[src/rtl/interlock_pkg.sv]
`timescale 1ns/1ps
package interlock_pkg;

  typedef enum logic [1:0] {
    UNIT_NONE = 2'd0,
    UNIT_ALU  = 2'd1,
    UNIT_MUL  = 2'd2,
    UNIT_SHF  = 2'd3
  } unitTag_e;

  typedef enum logic [2:0] {
    MT_NONE       = 3'd0,
    MT_REG_WRITE  = 3'd1,
    MT_BIT_OP     = 3'd2,
    MT_STAT_PUSH  = 3'd3,
    MT_STAT_POP   = 3'd4,
    MT_IRQ_ENTER  = 3'd5,
    MT_IRQ_RETURN = 3'd6
  } modeTouch_e;

  // Strobes from control to the datapath registers.
  typedef struct packed {
    logic loadExec;      // move decode fields into execute
    logic injectBubble;  // execute becomes empty (stall)
    logic capturePend;   // record an external-flag conditional index update
    logic clearPend;     // drop the pending record
    logic advancePend;   // age the pending record
  } dpStrobe_t;

  localparam int NUM_HAZ = 5;

endpackage

[src/rtl/interlock_dp.sv]
`timescale 1ns/1ps
module interlock_dp
  import interlock_pkg::*;
#(
  parameter int REG_W    = 4,
  parameter int IDX_W    = 3,
  parameter int SYNC_CYC = 2,
  localparam int CNT_W   = $clog2(SYNC_CYC + 1)
) (
  input  logic             clk,
  input  logic             rstN,
  input  dpStrobe_t        strobe,
  input  logic             decValid,
  input  logic [REG_W-1:0] decDstA,
  input  logic [REG_W-1:0] decDstB,
  input  logic             decDstAEn,
  input  logic             decDstBEn,
  input  logic [1:0]       decUnit,
  input  logic [2:0]       decModeTouch,
  input  logic             decPcStkLoad,
  input  logic [IDX_W-1:0] decIdx,
  input  logic             decCondPostMod,
  input  logic             decExtFlag,
  output logic             exValid,
  output logic [REG_W-1:0] exDstA,
  output logic [REG_W-1:0] exDstB,
  output logic             exDstAEn,
  output logic             exDstBEn,
  output unitTag_e         exUnit,
  output modeTouch_e       exModeTouch,
  output logic             exPcStkLoad,
  output logic [IDX_W-1:0] exIdx,
  output logic             exCondPostMod,
  output logic             exExtFlag,
  output logic             pendValid,
  output logic [IDX_W-1:0] pendIdx,
  output logic             pendLast,
  output logic             bubbleR
);

  logic [CNT_W-1:0] pendCnt;
  localparam logic [CNT_W-1:0] LAST_CNT = CNT_W'(SYNC_CYC - 1);

  // Execute-stage copy of the instruction ahead of decode.
  always_ff @(posedge clk) begin
    if (!rstN) begin
      exValid       <= 1'b0;
      exDstA        <= '0;
      exDstB        <= '0;
      exDstAEn      <= 1'b0;
      exDstBEn      <= 1'b0;
      exUnit        <= UNIT_NONE;
      exModeTouch   <= MT_NONE;
      exPcStkLoad   <= 1'b0;
      exIdx         <= '0;
      exCondPostMod <= 1'b0;
      exExtFlag     <= 1'b0;
    end else if (strobe.loadExec) begin
      exValid       <= decValid;
      exDstA        <= decDstA;
      exDstB        <= decDstB;
      exDstAEn      <= decDstAEn;
      exDstBEn      <= decDstBEn;
      exUnit        <= unitTag_e'(decUnit);
      exModeTouch   <= modeTouch_e'(decModeTouch);
      exPcStkLoad   <= decPcStkLoad;
      exIdx         <= decIdx;
      exCondPostMod <= decCondPostMod;
      exExtFlag     <= decExtFlag;
    end else if (strobe.injectBubble) begin
      exValid       <= 1'b0;
      exDstAEn      <= 1'b0;
      exDstBEn      <= 1'b0;
      exModeTouch   <= MT_NONE;
      exPcStkLoad   <= 1'b0;
      exCondPostMod <= 1'b0;
      exExtFlag     <= 1'b0;
    end
  end

  // Bubble marker seen by the execute stage.
  always_ff @(posedge clk) begin
    if (!rstN) bubbleR <= 1'b0;
    else       bubbleR <= strobe.injectBubble;
  end

  // Record of a conditional index update whose flag is still settling.
  always_ff @(posedge clk) begin
    if (!rstN) begin
      pendValid <= 1'b0;
      pendIdx   <= '0;
      pendCnt   <= '0;
    end else if (strobe.capturePend) begin
      pendValid <= 1'b1;
      pendIdx   <= exIdx;
      pendCnt   <= CNT_W'(1);
    end else if (strobe.clearPend) begin
      pendValid <= 1'b0;
      pendCnt   <= '0;
    end else if (strobe.advancePend) begin
      pendCnt   <= pendCnt + CNT_W'(1);
    end
  end

  assign pendLast = (pendCnt >= LAST_CNT);

endmodule

[src/rtl/interlock_ctrl.sv]
`timescale 1ns/1ps
module interlock_ctrl
  import interlock_pkg::*;
#(
  parameter int REG_W = 4,
  parameter int IDX_W = 3
) (
  input  logic             decValid,
  input  logic [REG_W-1:0] decSrcA,
  input  logic [REG_W-1:0] decSrcB,
  input  logic             decIsMul,
  input  logic             decIsReturn,
  input  logic [IDX_W-1:0] decIdx,
  input  logic             decUsesIdx,
  input  logic             condResolved,
  input  logic             exValid,
  input  logic [REG_W-1:0] exDstA,
  input  logic [REG_W-1:0] exDstB,
  input  logic             exDstAEn,
  input  logic             exDstBEn,
  input  unitTag_e         exUnit,
  input  modeTouch_e       exModeTouch,
  input  logic             exPcStkLoad,
  input  logic [IDX_W-1:0] exIdx,
  input  logic             exCondPostMod,
  input  logic             exExtFlag,
  input  logic             pendValid,
  input  logic [IDX_W-1:0] pendIdx,
  input  logic             pendLast,
  output logic             stall,
  output dpStrobe_t        strobe
);

  localparam int NUM_SRC = 2;

  logic [REG_W-1:0]   srcId [NUM_SRC];
  logic [NUM_SRC-1:0] srcHit;
  logic [NUM_HAZ-1:0] hazVec;
  logic               producerFeedsMul;

  assign srcId[0] = decSrcA;
  assign srcId[1] = decSrcB;

  for (genvar g = 0; g < NUM_SRC; g++) begin : gSrc
    assign srcHit[g] = (exDstAEn && (srcId[g] == exDstA)) ||
                       (exDstBEn && (srcId[g] == exDstB));
  end

  assign producerFeedsMul = (exUnit == UNIT_ALU) || (exUnit == UNIT_MUL);

  always_comb begin
    hazVec    = '0;
    // multiply needing both operands from the instruction just ahead
    hazVec[0] = decIsMul && exValid && producerFeedsMul && (&srcHit);
    // any mode-register change, direct or through the status stack
    hazVec[1] = exValid && (exModeTouch != MT_NONE);
    // return behind a program-counter-stack load
    hazVec[2] = exValid && exPcStkLoad && decIsReturn;
    // follower reusing a conditionally post-modified index
    hazVec[3] = exValid && exCondPostMod && decUsesIdx && (decIdx == exIdx);
    // external flag condition still settling
    hazVec[4] = pendValid && !condResolved && decUsesIdx && (decIdx == pendIdx);
  end

  assign stall = decValid && (|hazVec);

  always_comb begin
    strobe              = '0;
    strobe.loadExec     = !stall;
    strobe.injectBubble = stall;
    strobe.capturePend  = exValid && exCondPostMod && exExtFlag;
    strobe.clearPend    = pendValid && (condResolved || pendLast);
    strobe.advancePend  = pendValid;
  end

endmodule

[src/rtl/interlock_stall_gen.sv]
`timescale 1ns/1ps
module interlock_stall_gen
  import interlock_pkg::*;
#(
  parameter int REG_W    = 4,
  parameter int IDX_W    = 3,
  parameter int SYNC_CYC = 2
) (
  input  logic             clk,
  input  logic             rstN,
  input  logic             decValid,
  input  logic [REG_W-1:0] decSrcA,
  input  logic [REG_W-1:0] decSrcB,
  input  logic             decIsMul,
  input  logic [REG_W-1:0] decDstA,
  input  logic [REG_W-1:0] decDstB,
  input  logic             decDstAEn,
  input  logic             decDstBEn,
  input  logic [1:0]       decUnit,
  input  logic [2:0]       decModeTouch,
  input  logic             decPcStkLoad,
  input  logic             decIsReturn,
  input  logic [IDX_W-1:0] decIdx,
  input  logic             decUsesIdx,
  input  logic             decCondPostMod,
  input  logic             decExtFlag,
  input  logic             decIoAccess,
  input  logic             dmaBankHit,
  input  logic             condResolved,
  output logic             stallFront,
  output logic             execBubble
);

  dpStrobe_t        strobe;
  logic             exValid, exDstAEn, exDstBEn, exPcStkLoad;
  logic             exCondPostMod, exExtFlag, pendValid, pendLast;
  logic [REG_W-1:0] exDstA, exDstB;
  logic [IDX_W-1:0] exIdx, pendIdx;
  unitTag_e         exUnit;
  modeTouch_e       exModeTouch;

  // Data source and bank activity play no part in the decision.
  logic unusedSideInfo;
  assign unusedSideInfo = decIoAccess ^ dmaBankHit;

  interlock_ctrl #(.REG_W(REG_W), .IDX_W(IDX_W)) ctrl_i (
    .decValid      (decValid),
    .decSrcA       (decSrcA),
    .decSrcB       (decSrcB),
    .decIsMul      (decIsMul),
    .decIsReturn   (decIsReturn),
    .decIdx        (decIdx),
    .decUsesIdx    (decUsesIdx),
    .condResolved  (condResolved),
    .exValid       (exValid),
    .exDstA        (exDstA),
    .exDstB        (exDstB),
    .exDstAEn      (exDstAEn),
    .exDstBEn      (exDstBEn),
    .exUnit        (exUnit),
    .exModeTouch   (exModeTouch),
    .exPcStkLoad   (exPcStkLoad),
    .exIdx         (exIdx),
    .exCondPostMod (exCondPostMod),
    .exExtFlag     (exExtFlag),
    .pendValid     (pendValid),
    .pendIdx       (pendIdx),
    .pendLast      (pendLast),
    .stall         (stallFront),
    .strobe        (strobe)
  );

  interlock_dp #(.REG_W(REG_W), .IDX_W(IDX_W), .SYNC_CYC(SYNC_CYC)) dp_i (
    .clk            (clk),
    .rstN           (rstN),
    .strobe         (strobe),
    .decValid       (decValid),
    .decDstA        (decDstA),
    .decDstB        (decDstB),
    .decDstAEn      (decDstAEn),
    .decDstBEn      (decDstBEn),
    .decUnit        (decUnit),
    .decModeTouch   (decModeTouch),
    .decPcStkLoad   (decPcStkLoad),
    .decIdx         (decIdx),
    .decCondPostMod (decCondPostMod),
    .decExtFlag     (decExtFlag),
    .exValid        (exValid),
    .exDstA         (exDstA),
    .exDstB         (exDstB),
    .exDstAEn       (exDstAEn),
    .exDstBEn       (exDstBEn),
    .exUnit         (exUnit),
    .exModeTouch    (exModeTouch),
    .exPcStkLoad    (exPcStkLoad),
    .exIdx          (exIdx),
    .exCondPostMod  (exCondPostMod),
    .exExtFlag      (exExtFlag),
    .pendValid      (pendValid),
    .pendIdx        (pendIdx),
    .pendLast       (pendLast),
    .bubbleR        (execBubble)
  );

endmodule

[config.mk]
export PLATFORM = sky130hd
export DESIGN_NAME = interlock_stall_gen
export DESIGN_NICKNAME = d
export VERILOG_FILES = /design/src/rtl/interlock_pkg.sv /design/src/rtl/interlock_dp.sv /design/src/rtl/interlock_ctrl.sv /design/src/rtl/interlock_stall_gen.sv
export SDC_FILE = /design/constraint.sdc
export NUM_CORES = 1
export LEC_CHECK = 0
export CAP_MARGIN = 40
export CORE_ASPECT_RATIO = 0.75
export CORE_MARGIN = 2
export CORE_UTILIZATION = 30
export CTS_BUF_LIST = sky130_fd_sc_hd__clkbuf_2 sky130_fd_sc_hd__clkbuf_4 sky130_fd_sc_hd__clkbuf_8
export DETAILED_ROUTE_END_ITERATION = 10
export GPL_TIMING_DRIVEN = 0
export SLEW_MARGIN = 30
export SYNTH_ARGS = -nofsm -noshare
export SYNTH_HDL_FRONTEND = slang
export SYNTH_SLANG_ARGS = --single-unit
[constraint.sdc]
create_clock -name clk -period 3.1 [get_ports clk]
set_clock_uncertainty 0.15 [all_clocks]
set_input_delay 0.93 -clock clk [delete_from_list [all_inputs] [get_ports clk]]
set_output_delay 0.93 -clock clk [all_outputs]
set_load 0.05 [all_outputs]
==> results.md <==
- Post-synthesis share of cell area spent on xor and xnor gates: between 10% and 20%
- Highest signal layer in the routed design: met4
- R2r setup slk: 0.44 ns
- RSZ-0062 raised after global routing: true
- Part of the Yosys area used for sequential elements: 34.6%
- Largest family of logic cells by synthesized area: simple AND/OR/NAND/NOR gates
- DRT Pass-1 Iters: 5
- Area Overhead vs Synth: 46.3%
- Reg2Reg Depth: 14
- Metal1 wirelength: about 2500 um
- Routed vias/inst: 5.25
- Final setup fails: 1
- Worst Path Max Fanout: 3
- Initial core utilization: a little under a third
- Post-synthesis register bit count: 29
- Routed vias: 1,739
- Violated checks: setup timing
- Ports: 40
- Cell count after synthesis: 195
- Minimum clock period: 3.20 ns
- Clock input transition at the sequential cells of the worst setup and hold paths: 0.07 ns
- Clock latency reported for the late side of the worst-skew pair: between 0.2 and 0.3 ns
- Wire length of the first global-routing pass: between 8000 and 9000 um
- Required time of the critical path: just over 2 ns
- Die area: 6210 sq um
- Die width: 90.3 um
- Worst R2R Start: dp_i.exDstB[2]$_SDFFE_PN0N_
- Pin count of the biggest net entering global routing: 12
- Worst Hold Class: flop to flop
- Min-Delay Path Depth: 2
- Dominant cell type by area after synthesis: dfxtp_1
- Routed wire length per instance: ~16 um
- Summed area of non-filler cells in the final layout: 2450 sq um
- Proportion of synthesized area in mux cells: approximately 1.8%
- Number of synthesis warnings: 0
- Number of hold-repair buffers added at the cts stage: 0
- Count of cell types in the netlist: 32
- Setup TNS: -0.0967 ns
- VDD IR-drop max: between 150 and 200 uV
- Post-placement worst setup slack: -1.37 ns
- Worst setup path startpoint: decSrcB[1]
- Post-layout net count: 294
- Count of antenna-violating nets left after detailed routing: 0
- Worst endpoint data arrival time: about 2.1 ns
- Routed wire length on met2: around 2200 um
- Result of the run: complete, but fails checks
- Total power per unit cell area: 428 nW/um^2
- Arithmetic-cell share of the synthesized area counting full adders, half adders and majority gates: 0.746%
- Detailed-routed wire length on met3: 423 um
- Worst-case clock buffer depth: 2
- Number of hold-slack violations in the final timing report: 0
- Yosys top cell area share: 34.6%
- Number of sinks handled by clock tree synthesis: 29
- Layout Utilization: 45.6%
- HPWL after detailed placement: 3380 um
- Complex-gate fraction of the synthesized area: between 20% and 30%
- Worst Max-Slew Pin Slew: between 0.4 and 0.5 ns
- Mean cell area of the mapped netlist: 8.60 sq um
- Layout cell share with drive strength beyond 1: 24.6%
- Antenna fix cells: 0
- Synth Net Count: 234
- Die height: 68.7 um
- CTS Root Buffer Type: clkbuf_8
- H-Tree Level Count: 2
- Number of buffers created by CTS: 5
- Total count of max-transition violations in the final report: 0
- CTS tree: yes
- Placed cell area: 2160 sq um
- Final instance count without filler cells: 331
- Overall overflow remaining after global route: 0
- Worst relative slew slack: 67.0%
- Most area-consuming cells after synthesis: dfxtp_1 (35%), nand3_1 (10%), xnor2_1 (8.4%)
- Cell area after technology mapping: around 1700 sq um
- Part of the cycle the worst path needs: 103%
- End of the worst register-to-register path: dp_i.exDstB[2]$_SDFFE_PN0N_
- Startpoint kind of the worst setup timing path: input port
- Final total power: ~1.0 mW
- Remaining design rule violation count: 0
- Crit path to: stallFront
- Share of synthesized cell area in and, or, nand and nor gates: between 20% and 30%
- Highest Clock Rate: 0.313 GHz
- Core area: 5380 sq um
- Max-cap violations: 0
- Final-layout worst hold slack: around 0.34 ns
- Leak pwr: 0.958 nW
- Count of port buffers added during placement: 37
- Drt total wl: 5140 um
- DR iter-0 viols: between 200 and 250
- Critical path capture point type: output port
- Antenna violations before repair: 0
- Setup Crit Path Kind: input port to output port
- All-layer global routing usage: 17.5%
- Via count of the first global-routing pass: 1,665
- Number of instances in the placed design: 307
- Final estimated routing congestion in global placement: 0.840
- Number of rows created at floorplan: 23
- Post-route setup slack: -0.0967 ns
state kept, by name (all words and copies together) (netlist names):
register	flops
dp_i.bubbleR	1
dp_i.exDstA	4
dp_i.pendIdx	3
dp_i.exValid	1
dp_i.exUnit	2
dp_i.exExtFlag	1
dp_i.exCondPostMod	1
dp_i.exIdx	3
dp_i.exDstB	4
dp_i.exDstBEn	1
dp_i.pendCnt	2
dp_i.exModeTouch	3
dp_i.exDstAEn	1
dp_i.pendValid	1
dp_i.exPcStkLoad	1
worst max-delay path, stage by stage:
cell and delay (ns):
buf_2 0.12, xnor2_1 0.16, nand3_1 0.14, o22a_1 0.27
o21ai_2 0.19, and2_4 0.17, buf_8 0.13
per-layer routing:
metal  up-vias  global-route usage [%]
met3        13                    6.09
met5         -                       0
li1        860                       -
met4         0                    5.77
met1       785                    24.2
met2        81                    25.7
how the worst min path moves through the flow:
stage | start | end | slack [ns]
global route | dp_i.pendCnt[0]$_SDFFE_PN0P_ | dp_i.pendCnt[0]$_SDFFE_PN0P_ | 0.37
detailed placement | dp_i.pendCnt[0]$_SDFFE_PN0P_ | dp_i.pendCnt[0]$_SDFFE_PN0P_ | 0.33
global placement | dp_i.pendCnt[0]$_SDFFE_PN0P_ | dp_i.pendCnt[0]$_SDFFE_PN0P_ | 0.33
CTS | dp_i.pendCnt[0]$_SDFFE_PN0P_ | dp_i.pendCnt[0]$_SDFFE_PN0P_ | 0.34
floorplan | dp_i.pendCnt[0]$_SDFFE_PN0P_ | dp_i.pendCnt[0]$_SDFFE_PN0P_ | 0.31
finish | dp_i.pendCnt[0]$_SDFFE_PN0P_ | dp_i.pendCnt[0]$_SDFFE_PN0P_ | 0.34
synthesized netlist by cell type:
master	n
and3_1	14
a31oi_1	1
a21boi_0	1
nand2_1	12
nor3_2	1
o21ai_1	1
o2111ai_1	13
nor2b_1	5
inv_1	4
mux2i_1	3
xor2_1	7
nor2_1	1
xnor2_1	16
a32oi_1	13
o22ai_1	2
o21ai_0	1
nand3b_1	1
nand3_1	34
clkbuf_1	10
dfxtp_1	29
or3_4	1
nand2b_1	1
a2111oi_4	1
buf_6	1
ha_1	1
and2_1	2
nand4_1	2
buf_2	4
o22a_1	2
nor4_1	2
a21oi_1	8
nor2b_2	1
cells by family (layout without fill, tap and decap cells):
family                     after synthesis  after routing
and+or+nand+nor                         77             77
AOI/OAI and AO/OA                       43             43
DFF                                     29             29
xor gates and xnor gates                23             23
buffers and inverters                   19             80
muxes                                    3              3
adders and majority gates                1              1
power breakdown:
group	switching, mW	total (mW)	leakage (nW)	internal, mW
logic	0.102	0.218	0.664	0.116
registers	0.0257	0.422	0.240	0.396
clock network	0.169	0.409	0.0543	0.240
total	0.296	1.05	0.958	0.753
layout by cell type (no fill, tap or decap), types with 2 or more instances in the layout:
cell,Yosys,final
o22a_1,2,2
buf_2,4,15
clkdlybuf4s50_1,0,21
xnor2_1,16,14
nor4_4,0,2
buf_6,1,4
nand3_1,34,33
buf_4,0,19
a21oi_1,8,8
xor2_2,0,2
o22ai_1,2,2
xnor2_2,0,2
o2111ai_1,13,13
nor2b_1,5,5
nand2_1,12,12
a32oi_1,13,13
and3_1,14,14
xor2_1,7,3
clkbuf_1,10,8
nand4_1,2,2
dfxtp_1,29,29
inv_1,4,4
and2_4,0,2
clkbuf_8,0,5
mux2i_1,3,3
xor2_4,0,2
final cells by class:
type / count / area [sq um]
fillers: 528 / 2930
well taps: 75 / 93.8
repair buffers: 54 / 452
plain buffers: 14 / 66.3
clock inverters: 3 / 46.3
multi-input cells: 147 / 1130
clock buffers: 5 / 68.8
inverters: 4 / 15.0
flip-flops and latches: 29 / 581
timing repair:
| item | CTS | global route |
|---|---|---|
| cloned | 0 | 0 |
| hold endpoints to repair | 0 | 0 |
| buffers inserted | 14 | 3 |
| endpoints found under the setup margin | 1 | 11 |
| resized for setup | 78 | 15 |
| pin swaps | 22 | 12 |
Power figures use the tool's default switching activity.
